**src/rtl/htb_pkg.sv**
```systemverilog
// Package: shared state type and width helper for the hit timestamp buffer.
// Assumes: nothing beyond IEEE 1800-2017 constant functions.
package htb_pkg;

    typedef enum logic [1:0] {
        ST_IDLE  = 2'd0,
        ST_TRAIN = 2'd1,
        ST_DRAIN = 2'd2,
        ST_MARK  = 2'd3
    } htb_state_e;

    // Minimum width able to index n items; never below one bit.
    function automatic int unsigned idx_bits(input int unsigned n);
        return (n <= 1) ? 1 : $clog2(n);
    endfunction

endpackage

```
**src/rtl/htb_xing_count.sv**
```systemverilog
// Module: crossing-number counter for one train.
// Restarts at zero on restart and advances once per accepted strobe.
// Saturates at the all-ones value.
// Assumes: restart and step are never both requested for the same crossing.
module htb_xing_count #(
    parameter int unsigned TSW = 13
) (
    input  logic           clk,
    input  logic           rst_n,
    input  logic           restart,
    input  logic           step,
    output logic [TSW-1:0] xnum
);
    localparam logic [TSW-1:0] XMAX = '1;

    // Purpose: hold the crossing number of the next strobe.
    always_ff @(posedge clk) begin
        if (!rst_n)
            xnum <= '0;
        else if (restart)
            xnum <= '0;
        else if (step && (xnum != XMAX))
            xnum <= xnum + 1'b1;
    end


    sat_hold_chk: assert property (@(posedge clk) disable iff (!rst_n)
        (xnum == XMAX && !restart) |=> (xnum == XMAX));

endmodule

```
**src/rtl/htb_pix_mem.sv**
```systemverilog
// Module: timestamp memory of one pixel.
// Stores up to DEPTH crossing numbers in arrival order and raises a sticky
// overflow flag when a hit finds the memory full.
// The read port is a shared-bus slice selected by rd_idx.
// Assumes: clr and wr are never high in the same cycle (clr only in drain).
module htb_pix_mem #(
    parameter int unsigned DEPTH = 4,
    parameter int unsigned TSW   = 13,
    parameter int unsigned KW    = 3
) (
    input  logic           clk,
    input  logic           rst_n,
    input  logic           wr,
    input  logic           clr,
    input  logic [TSW-1:0] xnum,
    input  logic [KW-1:0]  rd_idx,
    output logic [KW-1:0]  cnt,
    output logic           ovf,
    output logic [TSW-1:0] rd_xnum
);
    localparam logic [KW-1:0] FULL = KW'(DEPTH);

    logic [TSW-1:0] slot [DEPTH];

    // Purpose: write the crossing number into the next free slot.
    always_ff @(posedge clk) begin
        if (!rst_n) begin
            for (int e = 0; e < DEPTH; e++) slot[e] <= '0;
        end else if (wr && (cnt != FULL)) begin
            for (int e = 0; e < DEPTH; e++)
                if (cnt == KW'(e)) slot[e] <= xnum;
        end
    end

    // Purpose: track fill level and overflow; wipe both on clear.
    always_ff @(posedge clk) begin
        if (!rst_n || clr) begin
            cnt <= '0;
            ovf <= 1'b0;
        end else if (wr) begin
            if (cnt != FULL) cnt <= cnt + 1'b1;
            else             ovf <= 1'b1;
        end
    end

    // Purpose: select the slot addressed by the shared read index.
    always_comb begin
        rd_xnum = '0;
        for (int e = 0; e < DEPTH; e++)
            if (rd_idx == KW'(e)) rd_xnum = slot[e];
    end


    ovf_when_full_chk: assert property (@(posedge clk) disable iff (!rst_n)
        $rose(ovf) |-> (cnt == FULL));


    idle_stable_chk: assert property (@(posedge clk) disable iff (!rst_n)
        (!wr && !clr) |=> ($stable(cnt) && $stable(ovf)));


    clr_empty_chk: assert property (@(posedge clk) disable iff (!rst_n)
        clr |=> (cnt == '0 && !ovf));

endmodule

```
**src/rtl/htb_ctrl.sv**
```systemverilog
// Module: train/drain sequencer and readout scanner.
// Tracks idle, train, drain and marker phases.
// Steps a pixel pointer and an entry index over the shared read bus.
// Presents words on a valid/ready stream and counts the words accepted.
// Assumes: sel_* inputs reflect the pixel addressed by pix in the same cycle.
module htb_ctrl
    import htb_pkg::*;
#(
    parameter int unsigned NPIX  = 16,
    parameter int unsigned DEPTH = 4,
    parameter int unsigned TSW   = 13,
    parameter int unsigned AW    = 4,
    parameter int unsigned KW    = 3,
    parameter int unsigned CW    = 7
) (
    input  logic           clk,
    input  logic           rst_n,
    input  logic           train_start,
    input  logic           train_end,
    input  logic [KW-1:0]  sel_cnt,
    input  logic [TSW-1:0] sel_xnum,
    input  logic           sel_ovf,
    input  logic           out_ready,
    output logic           in_train,
    output logic           restart,
    output logic           clr,
    output logic [AW-1:0]  pix,
    output logic [KW-1:0]  idx,
    output logic           out_valid,
    output logic           out_mark,
    output logic [AW-1:0]  out_addr,
    output logic           out_ovf,
    output logic [TSW-1:0] out_xnum,
    output logic [CW-1:0]  out_total
);
    localparam logic [AW-1:0] LASTPIX = AW'(NPIX - 1);

    htb_state_e     st;
    logic [CW-1:0]  total;
    logic           last_entry;
    logic           pix_done;

    assign last_entry = (KW'(idx + 1'b1) == sel_cnt);
    assign pix_done   = (sel_cnt == '0) || (out_ready && last_entry);

    // Purpose: phase sequencing, scan pointers and accepted-word count.
    always_ff @(posedge clk) begin
        if (!rst_n) begin
            st    <= ST_IDLE;
            pix   <= '0;
            idx   <= '0;
            total <= '0;
        end else begin
            case (st)
                ST_IDLE: if (train_start) st <= ST_TRAIN;
                ST_TRAIN: if (train_end) begin
                    st    <= ST_DRAIN;
                    pix   <= '0;
                    idx   <= '0;
                    total <= '0;
                end
                ST_DRAIN: begin
                    if (out_valid && out_ready) total <= total + 1'b1;
                    if (pix_done) begin
                        idx <= '0;
                        if (pix == LASTPIX) st  <= ST_MARK;
                        else                pix <= pix + 1'b1;
                    end else if (out_ready) begin
                        idx <= idx + 1'b1;
                    end
                end
                ST_MARK: if (out_ready) st <= ST_IDLE;
                default: st <= ST_IDLE;
            endcase
        end
    end

    // Purpose: control strobes to the counter and pixel memories.
    always_comb begin
        in_train = (st == ST_TRAIN);
        restart  = (st == ST_IDLE) && train_start;
        clr      = (st == ST_MARK) && out_ready;
    end

    // Purpose: drive the output word from the scan state and the read bus.
    always_comb begin
        out_valid = ((st == ST_DRAIN) && (sel_cnt != '0)) || (st == ST_MARK);
        out_mark  = (st == ST_MARK);
        out_addr  = (st == ST_DRAIN) ? pix      : '0;
        out_xnum  = (st == ST_DRAIN) ? sel_xnum : '0;
        out_ovf   = (st == ST_DRAIN) ? sel_ovf  : 1'b0;
        out_total = (st == ST_MARK)  ? total    : '0;
    end


    hold_stall_chk: assert property (@(posedge clk) disable iff (!rst_n)
        (out_valid && !out_ready) |=> (out_valid && $stable(out_mark) &&
            $stable(out_addr) && $stable(out_xnum) && $stable(out_ovf) &&
            $stable(out_total)));


    scan_order_chk: assert property (@(posedge clk) disable iff (!rst_n)
        (st == ST_DRAIN && $past(st) == ST_DRAIN) |-> (pix >= $past(pix)));


    mark_last_chk: assert property (@(posedge clk) disable iff (!rst_n)
        (out_valid && out_mark) |-> (pix == LASTPIX));


    no_reopen_chk: assert property (@(posedge clk) disable iff (!rst_n)
        (st == ST_MARK && out_ready) |=> (st == ST_IDLE));

endmodule

```
**src/rtl/hit_train_buffer.sv**
```systemverilog
// Module: top of the bunch-train pixel hit timestamp buffer.
// Holds one timestamp memory per pixel and one crossing counter.
// A sequencer drains all pixels over a shared read bus onto a valid/ready stream.
// Assumes: hit is sampled only together with xing; one global threshold
// upstream produces the hit bits.
module hit_train_buffer
    import htb_pkg::*;
#(
    parameter int unsigned NPIX  = 16,
    parameter int unsigned DEPTH = 4,
    parameter int unsigned TSW   = 13,
    localparam int unsigned AW   = idx_bits(NPIX),
    localparam int unsigned KW   = idx_bits(DEPTH + 1),
    localparam int unsigned CW   = idx_bits(NPIX * DEPTH + 1)
) (
    input  logic            clk,
    input  logic            rst_n,
    input  logic            train_start,
    input  logic            train_end,
    input  logic            xing,
    input  logic [NPIX-1:0] hit,
    input  logic            out_ready,
    output logic            out_valid,
    output logic            out_mark,
    output logic [AW-1:0]   out_addr,
    output logic            out_ovf,
    output logic [TSW-1:0]  out_xnum,
    output logic [CW-1:0]   out_total
);
    logic           in_train, restart, clr;
    logic [AW-1:0]  pix;
    logic [KW-1:0]  idx;
    logic [TSW-1:0] xnum;
    logic           step;

    logic [KW-1:0]  cnt_a  [NPIX];
    logic [TSW-1:0] rdx_a  [NPIX];
    logic           ovf_a  [NPIX];

    logic [KW-1:0]  sel_cnt;
    logic [TSW-1:0] sel_xnum;
    logic           sel_ovf;

    assign step = in_train && xing;

    htb_xing_count #(.TSW(TSW)) u_count (
        .clk(clk), .rst_n(rst_n), .restart(restart), .step(step), .xnum(xnum)
    );

    for (genvar p = 0; p < NPIX; p++) begin : g_pix
        htb_pix_mem #(.DEPTH(DEPTH), .TSW(TSW), .KW(KW)) u_mem (
            .clk(clk), .rst_n(rst_n),
            .wr(step && hit[p]), .clr(clr),
            .xnum(xnum), .rd_idx(idx),
            .cnt(cnt_a[p]), .ovf(ovf_a[p]), .rd_xnum(rdx_a[p])
        );
    end

    // Purpose: shared read bus, select the pixel addressed by the scanner.
    always_comb begin
        sel_cnt  = '0;
        sel_xnum = '0;
        sel_ovf  = 1'b0;
        for (int p = 0; p < NPIX; p++) begin
            if (pix == AW'(p)) begin
                sel_cnt  = cnt_a[p];
                sel_xnum = rdx_a[p];
                sel_ovf  = ovf_a[p];
            end
        end
    end

    htb_ctrl #(
        .NPIX(NPIX), .DEPTH(DEPTH), .TSW(TSW), .AW(AW), .KW(KW), .CW(CW)
    ) u_ctrl (
        .clk(clk), .rst_n(rst_n),
        .train_start(train_start), .train_end(train_end),
        .sel_cnt(sel_cnt), .sel_xnum(sel_xnum), .sel_ovf(sel_ovf),
        .out_ready(out_ready),
        .in_train(in_train), .restart(restart), .clr(clr),
        .pix(pix), .idx(idx),
        .out_valid(out_valid), .out_mark(out_mark), .out_addr(out_addr),
        .out_ovf(out_ovf), .out_xnum(out_xnum), .out_total(out_total)
    );


    store_in_train_chk: assert property (@(posedge clk) disable iff (!rst_n)
        (step && |hit) |-> !out_valid);

endmodule

```
**config.mk**
```make
export PLATFORM = sky130hd
export DESIGN_NAME = hit_train_buffer
export DESIGN_NICKNAME = d
export VERILOG_FILES = /design/src/rtl/htb_pkg.sv /design/src/rtl/htb_xing_count.sv /design/src/rtl/htb_pix_mem.sv /design/src/rtl/htb_ctrl.sv /design/src/rtl/hit_train_buffer.sv
export SDC_FILE = /design/constraint.sdc
export NUM_CORES = 2
export LEC_CHECK = 0
export BUFFER_PORTS_ARGS = -buffer_cell sky130_fd_sc_hd__buf_2
export CAP_MARGIN = 20
export CELL_PAD_IN_SITES_DETAIL_PLACEMENT = 2
export CELL_PAD_IN_SITES_GLOBAL_PLACEMENT = 2
export CORE_ASPECT_RATIO = 2
export CORE_MARGIN = 2
export CORE_UTILIZATION = 35
export DETAILED_ROUTE_END_ITERATION = 16
export GPL_ROUTABILITY_DRIVEN = 0
export PLACE_DENSITY = 0.76
export SETUP_SLACK_MARGIN = 0.4
export SLEW_MARGIN = 20
export SYNTH_ARGS = -nofsm -noshare
export SYNTH_HDL_FRONTEND = slang
export SYNTH_SLANG_ARGS = --single-unit
```
**constraint.sdc**
```tcl
create_clock -name clk -period 3.7 [get_ports clk]
set_clock_uncertainty 0.1 [all_clocks]
set_input_delay 0 -clock clk [delete_from_list [all_inputs] [get_ports clk]]
set_output_delay 0 -clock clk [all_outputs]
set_load 0.02 [all_outputs]
```
==> flow_summary.yaml <==
global_route:
  grt_pass1_vias: 39200
  grt_max_degree: 79
  antenna_violations_before_repair: 7
  grt_overflow_total: 0
  first_pass_grt_wire_length_um: 277000
  global_route_usage_sum_pct: 29.0
timing:
  final_hold_violating_endpoints: 0
  timing.slew.headroom_pct: 24.9
  layout_setup_ws_ps: -728
  finalCriticalPeriod_ps: 4430
  report.final.slew_viol_count: 0
  achievable-frequency_ghz: 0.226
  timing.final.setup_violations: 20
  setup_repair_after_global_routing_missed_its_margin: "yes"
  post-route-period-util_pct: 120
  finalSetupTns_ps: -8450
  max_slew.worst_pin.slew_ps: 1130
worst_setup_path:
  timing.rr.start: "u_ctrl.pix[1]"
  timing.setup.critical_path_class: "flip-flop to primary output"
  worstPathArrival_ps: 4330
  cp-end-kind: "primary output"
  setup.worst_path.start_class: "flip-flop"
  ff2ff_setup_slack_ps: -60
  timing.reg2reg.worst_path_depth: 17
  critical_path_fanouts_max: 5
  crit-reg2reg-capture: "u_ctrl.pix[2]"
  critical_path_required_ps: 3600
placed_design:
  placement.setup.worst_slack_ps: -585
  detailedPlacementHpwl_um: 121000
  buffer_ports.inserted: 48
  dp.cells: 5716
clock_network:
  clock_tree.htree_level_count: 3
  clock_insertion_delay_at_the_later_pin_of_the_skew_report_ps: 730
  path_clk_slew_ps: 70
  clock_path_buffers: 3
  clock_tree_from_tritoncts: "built"
  cts_root_buf: "clkbuf_16"
  cts-buffers-inserted: 88
  cts.sink_count: 925
die:
  die_height_um: 511
  num_io_pins: 49
  fp.dieW_um: 258
  floorplan.core_area_um2: 128000
  fp-row-count: 186
  die_area_um2: 132000
  initial_core_util_pct: 35.2
synthesis:
  syn_area_um2: 45000
  yosysMostFrequentCell: "edfxtp_1"
  synth_nets: 4207
  synth_enable_flop_cells: 832
  postSynth.asyncResetShare_pct: 0
  ys_top_cells_by_area: "edfxtp_1 55%, and2_1 11%, dfxtp_1 4.1%, a21oi_1 3.0%, a221oi_1 2.9%"
  synth_area_per_cell_um2: 11.0
  synthesis.instances: 4089
  netlist_top_cells_count: "832 x edfxtp_1, 821 x and2_1, 342 x nand2_1"
  ys_types: 71
  synth-main-ff-cell: "edfxtp_1"
  synth_largest_area_cell: "edfxtp_1"
  ys_warn_count: 0
  yosysSeqAreaShare_pct: 59.6
  synth_top_cell_area_share_pct: 55.5
  ys_ff_latch: 925
layout:
  finish.utilization_pct: 42.7
  cell_count_final_fillers_out: 5998
  design.final.nets: 4345
  area_delta_synth_final_pct: 21.2
  drive_gt1_share_pct: 18.4
drt:
  final_antenna_net_count: 0
  drt_wl_total_um: 204000
  detail_route.iter0.violations: 2887
  drt-wirelength-per-cell_um: 34.0
  drc_errors: 0
  via_count: 35800
  drtPass1Iterations: 6
  route.detailed.vias_per_inst: 5.98
outcome:
  run_status: "finished, violations left"
  failed_checks: "setup timing"
run:
  cap_viol_max_count: 0
hold_path:
  worstHoldStart: "hit[3]"
  holdCritPathClass: "input port to flip-flop"
  hold-path-endpoint: "g_pix[3].u_mem.cnt[2]"
  holdPathStages: 5
power_and_ir_drop:
  power-per-cell-area_nw_per_um2: 464
  vdd_drop_max_uv: 329
  static-leakage-power_nw: 19.7
  total_power_w: 0.0254
[power by group]
| group | leakage (nW) | total, W | switching [W] | internal, W |
|---|---|---|---|---|
| sequential | 9.16 | 0.0122 | 0.000290 | 0.0119 |
| clock | 1.47 | 0.00990 | 0.00449 | 0.00541 |
| combinational | 9.08 | 0.00326 | 0.00217 | 0.00109 |
| total | 19.7 | 0.0254 | 0.00695 | 0.0184 |
[cells in the final DEF, fill, tap and decap left out, drive strengths merged, types with 26 or more instances in the layout]
cell type	netlist	layout
dlygate4sd3	0	34
buf	63	377
ha	96	96
edfxtp	832	832
clkinv	2	35
a21oi	272	272
a221o	32	32
nand2	344	344
inv	64	68
and3	58	58
clkbuf	312	112
dfxtp	93	93
o22ai	26	26
and2	822	822
o21ai	165	165
nor2	250	250
a221oi	151	151
nand3b	47	47
nor3	136	136
o211ai	38	38
[critical path: stages (launching register included)]
cell      delay (ps)
dfxtp_2          350
buf_6            140
ha_4             190
nor4b_4          400
buf_4            190
buf_6            100
nand2_4           50
buf_6            130
buf_4            150
o211ai_1         460
nand3_2          350
a21oi_4          370
buf_6            150
or3_4            130
a31oi_4          110
o22ai_4          180
buf_6            150
[repair_timing]
item | in CTS | in global routing
endpoints found under the hold margin | 113 | 0
setup endpoints to repair | 31 | 85
pin swaps | 67 | 72
hold buffers | 34 | 0
gates cloned | 16 | 2
gates resized for setup | 295 | 129
setup buffers | 31 | 30
[metal layers]
| layer | part of all wire [%] | up-vias | track usage [%] |
|---|---|---|---|
| met2 | 52 | 1556 | 53.5 |
| met4 | 11 | 2 | 26.4 |
| met5 | 0.0054 | - | 0 |
| li1 | - | 14900 | - |
| met1 | 32 | 18600 | 27.3 |
| met3 | 5.5 | 758 | 4.19 |
[area by class of cell]
| cell class | instances | area, um2 |
|---|---|---|
| antenna | 5 | 12.5 |
| clock buffer | 110 | 2440 |
| clock inverter | 54 | 574 |
| fill | 12900 | 73400 |
| inverter | 66 | 260 |
| multi-input combinational | 2723 | 18100 |
| sequential | 925 | 26900 |
| tap | 1692 | 2120 |
| timing repair buffer | 423 | 4260 |
[metrics by stage]
stage | cell area, um2 | hold WS [ps]
6_report | 54600 | 168
5_1_grt | 54600 | 206
4_1_cts | 53700 | 160
3_5_place_dp | 48200 | 215
3_3_place_gp | 48200 | 203
2_1_floorplan | 45000 | 82.3
[sequential cells by signal (all words and copies together) (netlist names)]
register          cells
u_count.xnum         13
u_ctrl.st             2
g_pix.u_mem.cnt      48
g_pix.u_mem.ovf      16
g_pix.u_mem.slot    832
u_ctrl.total          7
u_ctrl.idx            3
u_ctrl.pix            4
[kinds of logic after synthesis]
group                    after synthesis  share of synthesized area, %
AND/OR/NAND/NOR                     1768                          21.1
flip-flops                           925                          59.6
AO/OA/AOI/OAI                        811                          11.8
buffers and inverters                441                          3.84
adder cells (fa/ha/maj)               96                          2.67
XOR/XNOR                              27                         0.525
multiplexers                          21                         0.469
[worst max path at each step]
stage / startpoint / endpoint / slack, ps
5_1_grt: u_ctrl.pix[1] / out_xnum[2] / -690
4_1_cts: u_ctrl.idx[1] / out_xnum[1] / -430
3_3_place_gp: u_ctrl.idx[0] / out_xnum[6] / -500
2_1_floorplan: u_ctrl.idx[0] / out_xnum[10] / 770
6_report: u_ctrl.pix[0] / out_xnum[7] / -730
3_5_place_dp: u_ctrl.idx[0] / out_xnum[6] / -590
Note: power is estimated with default switching activity, not from simulation.
